File: src/rtl/dma_stream_pkg.sv
package dma_stream_pkg;
  localparam int unsigned RW = 32;
  localparam int unsigned OFS_W = 3;

  typedef enum logic [OFS_W-1:0] {
    OFS_CTRL  = 3'd0,
    OFS_CNT   = 3'd1,
    OFS_BASE0 = 3'd2,
    OFS_BASE1 = 3'd3,
    OFS_STAT  = 3'd4,
    OFS_CLR   = 3'd5
  } reg_ofs_e;

  localparam int unsigned BIT_RUN = 0;
  localparam int unsigned BIT_PP  = 1;
  localparam int unsigned BIT_SEL = 19;
  localparam int unsigned BIT_TC  = 0;
  localparam int unsigned BIT_HT  = 1;
endpackage

File: src/rtl/dma_stream_engine.sv
module dma_stream_engine
  import dma_stream_pkg::*;
#(
  parameter int unsigned AW = 32,
  parameter int unsigned CW = 16
) (
  input  logic          clk_i,
  input  logic          rst_ni,
  input  logic          ctrl_we_i,
  input  logic          cnt_we_i,
  input  logic [RW-1:0] wdata_i,
  input  logic [CW-1:0] reload_i,
  input  logic          pp_en_i,
  input  logic [AW-1:0] base0_i,
  input  logic [AW-1:0] base1_i,
  input  logic          req_i,
  output logic          mem_re_o,
  output logic [AW-1:0] mem_addr_o,
  output logic          per_we_o,
  output logic          run_o,
  output logic          sel_o,
  output logic [CW-1:0] rem_o,
  output logic          tc_evt_o,
  output logic          ht_evt_o,
  output logic          wrap_o
);
  localparam int unsigned PAD = AW - CW - 2;

  logic          run_q, stop_q, busy_q, sel_q;
  logic [CW-1:0] rem_q, idx_q, rem_nxt;
  logic          start, stop_req, fire, last;

  assign start    = ctrl_we_i & wdata_i[BIT_RUN] & ~run_q & (reload_i != '0);
  assign stop_req = ctrl_we_i & ~wdata_i[BIT_RUN] & run_q;
  assign fire     = run_q & ~stop_q & ~busy_q & req_i;
  assign rem_nxt  = rem_q - 1'b1;
  assign last     = busy_q & (rem_q == CW'(1));

  always_ff @(posedge clk_i or negedge rst_ni) begin
    if (!rst_ni) begin
      run_q  <= 1'b0;
      stop_q <= 1'b0;
      busy_q <= 1'b0;
      sel_q  <= 1'b0;
      rem_q  <= '0;
      idx_q  <= '0;
    end else begin
      busy_q <= fire;
      if (start) begin
        run_q <= 1'b1;
        stop_q <= 1'b0;
        rem_q <= reload_i;
        idx_q <= '0;
        sel_q <= wdata_i[BIT_SEL];
      end else if (!run_q) begin
        if (ctrl_we_i) sel_q <= wdata_i[BIT_SEL];
        if (cnt_we_i) rem_q <= wdata_i[CW-1:0];
      end
      if (stop_req) stop_q <= 1'b1;
      if (busy_q) begin
        if (last) begin
          if (pp_en_i) begin
            rem_q <= reload_i;
            idx_q <= '0;
            sel_q <= ~sel_q;
          end else begin
            rem_q <= '0;
            run_q <= 1'b0;
            stop_q <= 1'b0;
          end
        end else begin
          rem_q <= rem_nxt;
          idx_q <= idx_q + 1'b1;
        end
      end else if (stop_q) begin
        run_q  <= 1'b0;
        stop_q <= 1'b0;
      end
    end
  end

  assign mem_re_o   = fire;
  assign mem_addr_o = (sel_q ? base1_i : base0_i) + {{PAD{1'b0}}, idx_q, 2'b00};
  assign per_we_o   = busy_q;
  assign run_o      = run_q;
  assign sel_o      = sel_q;
  assign rem_o      = rem_q;
  assign tc_evt_o   = last;
  assign ht_evt_o   = busy_q & (rem_nxt == (reload_i >> 1));
  assign wrap_o     = last & pp_en_i;
endmodule

File: src/rtl/dma_stream_regs.sv
module dma_stream_regs
  import dma_stream_pkg::*;
#(
  parameter int unsigned AW = 32,
  parameter int unsigned CW = 16
) (
  input  logic             clk_i,
  input  logic             rst_ni,
  input  logic [OFS_W-1:0] addr_i,
  input  logic             we_i,
  input  logic [RW-1:0]    wdata_i,
  output logic [RW-1:0]    rdata_o,
  input  logic             run_i,
  input  logic             sel_i,
  input  logic [CW-1:0]    rem_i,
  input  logic             tc_evt_i,
  input  logic             ht_evt_i,
  output logic             ctrl_we_o,
  output logic             cnt_we_o,
  output logic [CW-1:0]    reload_o,
  output logic             pp_en_o,
  output logic [AW-1:0]    base0_o,
  output logic [AW-1:0]    base1_o,
  output logic             tc_o,
  output logic             ht_o
);
  logic [AW-1:0] base_q [2];
  logic [CW-1:0] reload_q;
  logic          pp_q, tc_q, ht_q, clr_we;

  assign ctrl_we_o = we_i & (addr_i == OFS_CTRL);
  assign cnt_we_o  = we_i & (addr_i == OFS_CNT);
  assign clr_we    = we_i & (addr_i == OFS_CLR);

  for (genvar b = 0; b < 2; b++) begin : g_base
    always_ff @(posedge clk_i or negedge rst_ni) begin
      if (!rst_ni) base_q[b] <= '0;
      else if (we_i && !run_i && addr_i == OFS_W'(OFS_BASE0 + b)) base_q[b] <= wdata_i[AW-1:0];
    end
  end

  always_ff @(posedge clk_i or negedge rst_ni) begin
    if (!rst_ni) begin
      reload_q <= '0;
      pp_q     <= 1'b0;
      tc_q     <= 1'b0;
      ht_q     <= 1'b0;
    end else begin
      if (!run_i && cnt_we_o) reload_q <= wdata_i[CW-1:0];
      if (!run_i && ctrl_we_o) pp_q <= wdata_i[BIT_PP];
      // set has priority over clear
      if (tc_evt_i) tc_q <= 1'b1;
      else if (clr_we && wdata_i[BIT_TC]) tc_q <= 1'b0;
      if (ht_evt_i) ht_q <= 1'b1;
      else if (clr_we && wdata_i[BIT_HT]) ht_q <= 1'b0;
    end
  end

  always_comb begin
    rdata_o = '0;
    unique case (addr_i)
      OFS_CTRL: begin
        rdata_o[BIT_RUN] = run_i;
        rdata_o[BIT_PP]  = pp_q;
        rdata_o[BIT_SEL] = sel_i;
      end
      OFS_CNT:   rdata_o[CW-1:0] = rem_i;
      OFS_BASE0: rdata_o[AW-1:0] = base_q[0];
      OFS_BASE1: rdata_o[AW-1:0] = base_q[1];
      OFS_STAT: begin
        rdata_o[BIT_TC] = tc_q;
        rdata_o[BIT_HT] = ht_q;
      end
      default: rdata_o = '0;
    endcase
  end

  assign reload_o = reload_q;
  assign pp_en_o  = pp_q;
  assign base0_o  = base_q[0];
  assign base1_o  = base_q[1];
  assign tc_o     = tc_q;
  assign ht_o     = ht_q;
endmodule

File: src/rtl/dbuf_dma_stream.sv
module dbuf_dma_stream
  import dma_stream_pkg::*;
#(
  parameter int unsigned AW = 32,
  parameter int unsigned CW = 16
) (
  input  logic             clk_i,
  input  logic             rst_ni,
  input  logic [OFS_W-1:0] reg_addr_i,
  input  logic             reg_we_i,
  input  logic [RW-1:0]    reg_wdata_i,
  output logic [RW-1:0]    reg_rdata_o,
  input  logic             req_i,
  output logic             mem_re_o,
  output logic [AW-1:0]    mem_addr_o,
  input  logic [RW-1:0]    mem_rdata_i,
  output logic             per_we_o,
  output logic [RW-1:0]    per_wdata_o,
  output logic             tc_o,
  output logic             ht_o
);
  logic          ctrl_we, cnt_we, pp_en, run, sel, tc_evt, ht_evt, wrap;
  logic [CW-1:0] reload, rem;
  logic [AW-1:0] base0, base1;

  dma_stream_regs #(.AW(AW), .CW(CW)) u_regs (
    .clk_i, .rst_ni,
    .addr_i(reg_addr_i), .we_i(reg_we_i), .wdata_i(reg_wdata_i), .rdata_o(reg_rdata_o),
    .run_i(run), .sel_i(sel), .rem_i(rem), .tc_evt_i(tc_evt), .ht_evt_i(ht_evt),
    .ctrl_we_o(ctrl_we), .cnt_we_o(cnt_we), .reload_o(reload), .pp_en_o(pp_en),
    .base0_o(base0), .base1_o(base1), .tc_o, .ht_o
  );

  dma_stream_engine #(.AW(AW), .CW(CW)) u_eng (
    .clk_i, .rst_ni,
    .ctrl_we_i(ctrl_we), .cnt_we_i(cnt_we), .wdata_i(reg_wdata_i),
    .reload_i(reload), .pp_en_i(pp_en), .base0_i(base0), .base1_i(base1),
    .req_i, .mem_re_o, .mem_addr_o, .per_we_o,
    .run_o(run), .sel_o(sel), .rem_o(rem), .tc_evt_o(tc_evt), .ht_evt_o(ht_evt), .wrap_o(wrap)
  );

  assign per_wdata_o = mem_rdata_i;
endmodule

File: config.mk
export PLATFORM = sky130hd
export DESIGN_NAME = dbuf_dma_stream
export DESIGN_NICKNAME = d
export VERILOG_FILES = /design/src/rtl/dma_stream_pkg.sv /design/src/rtl/dma_stream_engine.sv /design/src/rtl/dma_stream_regs.sv /design/src/rtl/dbuf_dma_stream.sv
export SDC_FILE = /design/constraint.sdc
export NUM_CORES = 1
export LEC_CHECK = 0
export BUFFER_PORTS_ARGS = -buffer_cell sky130_fd_sc_hd__buf_2
export CELL_PAD_IN_SITES_DETAIL_PLACEMENT = 1
export CELL_PAD_IN_SITES_GLOBAL_PLACEMENT = 2
export CORE_ASPECT_RATIO = 0.8
export CORE_MARGIN = 1
export CORE_UTILIZATION = 31
export CTS_CLUSTER_DIAMETER = 150
export DETAILED_ROUTE_END_ITERATION = 7
export PLACE_DENSITY = 0.86
export SETUP_SLACK_MARGIN = 0.2
export SLEW_MARGIN = 20
export SYNTH_ARGS = -nofsm -noshare
export SYNTH_HDL_FRONTEND = slang
export SYNTH_SLANG_ARGS = --single-unit
export TNS_END_PERCENT = 1
File: constraint.sdc
create_clock -name clk_i -period 5.75 [get_ports clk_i]
set_input_delay 1.725 -clock clk_i [delete_from_list [all_inputs] [get_ports clk_i]]
set_output_delay 1.725 -clock clk_i [all_outputs]
set_load 0.01 [all_outputs]
==> out/qor.json <==
{
  "worst_slew_pin_slew": {"value": 1.04, "unit": "ns"},
  "drive_above_1_share": {"value": 29.8, "unit": "%"},
  "worstSkewPairLatency": {"value": 0.43, "unit": "ns"},
  "power-per-cell-area": {"value": 552, "unit": "nW/µm²"},
  "antenna_cells_inserted": {"value": 0},
  "critical_path.max_stage_delay": {"value": 0.54, "unit": "ns"},
  "grt_first_pass_wirelength": {"value": 42400, "unit": "µm"},
  "timing.hold.ws": {"value": 0.525, "unit": "ns"},
  "path_clk_slew": {"value": 0.06, "unit": "ns"},
  "die-width": {"value": 185, "unit": "µm"},
  "timing.final.crit_period": {"value": 5.47, "unit": "ns"},
  "ys_async_sr_fraction": {"value": 100, "unit": "%"},
  "core_area": {"value": 26300, "unit": "µm²"},
  "synth.ff_latch_count": {"value": 119},
  "clock_sink_count": {"value": 119},
  "area_growth": {"value": 14.1, "unit": "%"},
  "timing.critical_path.from_type": {"value": "flip-flop"},
  "critPathCaptureType": {"value": "output pin"},
  "antenna_found_initial": {"value": 0},
  "design.die.area": {"value": 27500, "unit": "µm²"},
  "seq_power_share": {"value": 32.8, "unit": "%"},
  "num_rows": {"value": 53},
  "hold_violations": {"value": 0},
  "timing.final.setup_violations": {"value": 0},
  "postSynthCellCount": {"value": 892},
  "run_status": {"value": "completed"},
  "slowest_cell_on_crit_path": {"value": "sky130_fd_sc_hd__dfrtp_4"},
  "cts_max_path_buffers": {"value": 2},
  "routed_length_per_placed_instance": {"value": 20.4, "unit": "µm"},
  "first_global_vias": {"value": 7238},
  "routed_wirelength": {"value": 26700, "unit": "µm"},
  "hold_path_class": {"value": "reg -> reg"},
  "synth_sequential_area_ratio": {"value": 35.8, "unit": "%"},
  "detailedRoute.firstPassIterationCount": {"value": 5},
  "cts_hold_buffers": {"value": 0},
  "worst_ir_drop_vdd": {"value": 0.258, "unit": "mV"},
  "slew_violations": {"value": 0},
  "critical_path_required": {"value": 4.03, "unit": "ns"},
  "critical_path_buf_inv_count": {"value": 2},
  "worst_hold_path.num_cells": {"value": 1},
  "synth_nets": {"value": 983},
  "filler_cell_count": {"value": 3057},
  "grt_setup_unrepaired": {"value": "yes"},
  "p_sw_share": {"value": 43.8, "unit": "%"},
  "cp_max_fo": {"value": 14},
  "comb_power_share": {"value": 46.8, "unit": "%"},
  "critical-path-top-delay-family": {"value": "compound AO/OA/AOI/OAI gates"},
  "synthesis.area_per_instance": {"value": 9.34, "unit": "µm²"},
  "tritoncts": {"value": "done"},
  "die_height": {"value": 149, "unit": "µm"},
  "post_cts_resize_count": {"value": 1},
  "dominantRegCellSynth": {"value": "sky130_fd_sc_hd__dfrtp_1"},
  "dr.first_iter.drc_count": {"value": 542},
  "net-switching-power": {"value": 2.30, "unit": "mW"},
  "power.leakage": {"value": 4.18, "unit": "nW"},
  "ant_nets": {"value": 0},
  "worst_r2r_path_depth": {"value": 8},
  "power.clock.fraction": {"value": 20.4, "unit": "%"},
  "io_buffers": {"value": 106},
  "overflow_left_after_global_routing": {"value": 0},
  "place.detailed.hpwl": {"value": 19700, "unit": "µm"},
  "cp_data_arrival_time": {"value": 3.74, "unit": "ns"},
  "synth.distinct_cells": {"value": 68},
  "cts_htree_levels": {"value": 4},
  "intPower": {"value": 2.95, "unit": "mW"},
  "ys_warn_count": {"value": 0},
  "finalNonFillerCells": {"value": 1311},
  "worstSetupPathDepth": {"value": 11},
  "crit_path_cell_trace": {"value": "mux2_2 > ha_1 > a21o_1 > nand4_1 > a2111oi_1 > buf_4 > o211ai_1 > a21oi_2 > nor3b_1 > xnor2_1 > buf_2"},
  "max_slew_margin": {"value": 30.9, "unit": "%"},
  "cts_inserted_buffers": {"value": 17},
  "placed_cells": {"value": 1279},
  "max_clock_freq": {"value": 183, "unit": "MHz"},
  "final_min_period_over_clock_period": {"value": 95.1, "unit": "%"},
  "initial_core_util": {"value": 31.6, "unit": "%"},
  "globalRouteTotalUtil": {"value": 20.0, "unit": "%"},
  "timing.clock.skew": {"value": 0.00973, "unit": "ns"},
  "maximum_number_of_pins_on_one_net_before_global_route_repair": {"value": 74},
  "setup_tns": {"value": 0, "unit": "ns"},
  "detailroute.via_count": {"value": 7148},
  "syn-cell-area": {"value": 8330, "unit": "µm²"},
  "nNetsFinal": {"value": 1032},
  "clockRootBuffer": {"value": "sky130_fd_sc_hd__clkbuf_16"},
  "route.detailed.vias_per_inst": {"value": 5.45},
  "cts_setup_buffers": {"value": 0},
  "remaining_drc_errors": {"value": 0},
  "worst-setup-path-type": {"value": "reg -> out"},
  "routabilityCongestion": {"value": 0.890},
  "num_io_pins": {"value": 171},
  "synth_enable_flop_cells": {"value": 0},
  "max_cap_violations": {"value": 0}
}
## cells in the final DEF (no fill, tap or decap), types with 16 or more instances in the layout
| cell type | instances |
|---|---|
| sky130_fd_sc_hd__o21ai_0 | 58 |
| sky130_fd_sc_hd__mux2_2 | 115 |
| sky130_fd_sc_hd__a21oi_1 | 46 |
| sky130_fd_sc_hd__ha_1 | 19 |
| sky130_fd_sc_hd__clkbuf_16 | 17 |
| sky130_fd_sc_hd__inv_1 | 16 |
| sky130_fd_sc_hd__nor2_1 | 95 |
| sky130_fd_sc_hd__buf_2 | 105 |
| sky130_fd_sc_hd__xnor2_1 | 26 |
| sky130_fd_sc_hd__dfrtp_1 | 118 |
| sky130_fd_sc_hd__nand3_1 | 18 |
| sky130_fd_sc_hd__nand2_1 | 57 |
| sky130_fd_sc_hd__mux2i_1 | 35 |
| sky130_fd_sc_hd__nor3_1 | 24 |
## worst reg2reg max path, cell delays in order (launching register included)
cell                      delay, ns
sky130_fd_sc_hd__dfrtp_1       1.02
sky130_fd_sc_hd__nand2_1       0.16
sky130_fd_sc_hd__or4_4         0.51
sky130_fd_sc_hd__or2_1         0.31
sky130_fd_sc_hd__nand2_1       0.61
sky130_fd_sc_hd__buf_4         0.39
sky130_fd_sc_hd__nor2_1        0.07
sky130_fd_sc_hd__o21ai_0       0.17
sky130_fd_sc_hd__o21ai_0       0.12
## final timing paths
check                                               start                             end  slack (ns)
max                                 u_eng.sel_o$_DFF_PN0_                  mem_addr_o[29]        0.28
min                        u_regs.base1_o[14]$_DFFE_PN0P_  u_regs.base1_o[14]$_DFFE_PN0P_        0.52
max reg2reg                      u_eng.per_we_o$_DFF_PN0_        u_eng.idx_q[3]$_DFF_PN0_        2.27
min reg2reg                u_regs.base1_o[14]$_DFFE_PN0P_  u_regs.base1_o[14]$_DFFE_PN0P_        0.52
max in group asynchronous                          rst_ni   u_regs.base0_o[4]$_DFFE_PN0P_        3.60
min in group asynchronous                          rst_ni        u_eng.per_we_o$_DFF_PN0_        1.32
## per-stage QoR
step	util, %	setup WS [ns]	instance area, µm²	power, mW
2_1_floorplan	-	0.192	8330	3.34
3_3_place_gp	33.8	0.710	8890	4.08
3_5_place_dp	33.8	0.536	8890	4.15
4_1_cts	36.0	0.197	9480	5.26
5_1_grt	36.1	0.102	9500	5.59
6_report	36.1	0.284	9500	5.25
## synth_stat cells, types with 4 or more instances
cell type / number / area share, %
sky130_fd_sc_hd__nor2b_1: 11 / 0.83
sky130_fd_sc_hd__a31oi_1: 4 / 0.30
sky130_fd_sc_hd__o211ai_1: 4 / 0.36
sky130_fd_sc_hd__nor3_1: 25 / 1.5
sky130_fd_sc_hd__clkbuf_8: 4 / 0.66
sky130_fd_sc_hd__nor2_1: 95 / 4.3
sky130_fd_sc_hd__a21o_1: 9 / 0.81
sky130_fd_sc_hd__buf_1: 6 / 0.27
sky130_fd_sc_hd__a22oi_1: 13 / 1.2
sky130_fd_sc_hd__buf_4: 34 / 3.1
sky130_fd_sc_hd__a32o_1: 5 / 0.60
sky130_fd_sc_hd__and3_1: 10 / 0.75
sky130_fd_sc_hd__nand2b_1: 7 / 0.53
sky130_fd_sc_hd__clkbuf_1: 36 / 1.6
sky130_fd_sc_hd__mux2_2: 115 / 16
sky130_fd_sc_hd__mux2i_1: 35 / 4.2
sky130_fd_sc_hd__nand2_1: 57 / 2.6
sky130_fd_sc_hd__buf_2: 9 / 0.54
sky130_fd_sc_hd__nor4_1: 9 / 0.68
sky130_fd_sc_hd__inv_1: 16 / 0.72
sky130_fd_sc_hd__xor2_1: 15 / 1.6
sky130_fd_sc_hd__a221oi_1: 6 / 0.63
sky130_fd_sc_hd__a21oi_1: 47 / 2.8
sky130_fd_sc_hd__or3_1: 4 / 0.30
sky130_fd_sc_hd__nand3_1: 18 / 1.1
sky130_fd_sc_hd__a211oi_1: 8 / 0.72
sky130_fd_sc_hd__xnor2_1: 26 / 2.7
sky130_fd_sc_hd__ha_1: 19 / 2.9
sky130_fd_sc_hd__nand4_1: 7 / 0.53
sky130_fd_sc_hd__o21ai_0: 58 / 3.5
sky130_fd_sc_hd__dfrtp_1: 119 / 36
## cell families after synthesis
logic type,Yosys count,synth area share [%]
and+or+nand+nor,266,15.3
AOI/OAI and AO/OA,187,14.1
muxes,152,20.3
DFF,119,35.8
buffers and inverters,107,7.15
xor gates and xnor gates,41,4.31
adders and majority gates,20,3.09
## metal layers
metal  routed length (µm)  GRT usage (%)  share of wire [%]
met4                  353           4.71                1.3
met1                13600           30.0                 51
met3                 1260           3.62                4.7
met2                11600           29.4                 43
met5                    0              0                  0
## power by group through the flow
stage / clock [mW] / sequential [mW] / combinational, mW
after CTS: 1.09 / 1.70 / 2.47
after detailed placement: 0 / 1.71 / 2.44
final: 1.07 / 1.72 / 2.45
after global placement: 0 / 1.70 / 2.39
after global routing: 1.12 / 1.78 / 2.69
after floorplan: 0 / 1.46 / 1.88
## area by class of cell
type                       count  area, µm²  share of cell area [%]
sequential                   119       2980                    31.4
multi-input combinational    666       4780                    50.3
clock buffer                  17        425                    4.48
timing repair buffer         121        649                    6.84
inverter                      16       60.1                   0.632
tap                          357        447                    4.70
clock inverter                15        156                    1.65
## sequential cells by signal, indices dropped and copies added, names as in the netlist
| signal | flops |
|---|---|
| u_regs.base0_o | 32 |
| u_regs.base1_o | 32 |
| u_eng.idx_q | 16 |
| u_eng.rem_o | 16 |
| u_regs.reload_o | 16 |
| u_eng.per_we_o | 1 |
| u_eng.run_o | 1 |
| u_eng.sel_o | 1 |
| u_eng.stop_q | 1 |
| u_regs.ht_o | 1 |
| u_regs.pp_en_o | 1 |
| u_regs.tc_o | 1 |
Note: power is estimated with default switching activity, not from simulation.
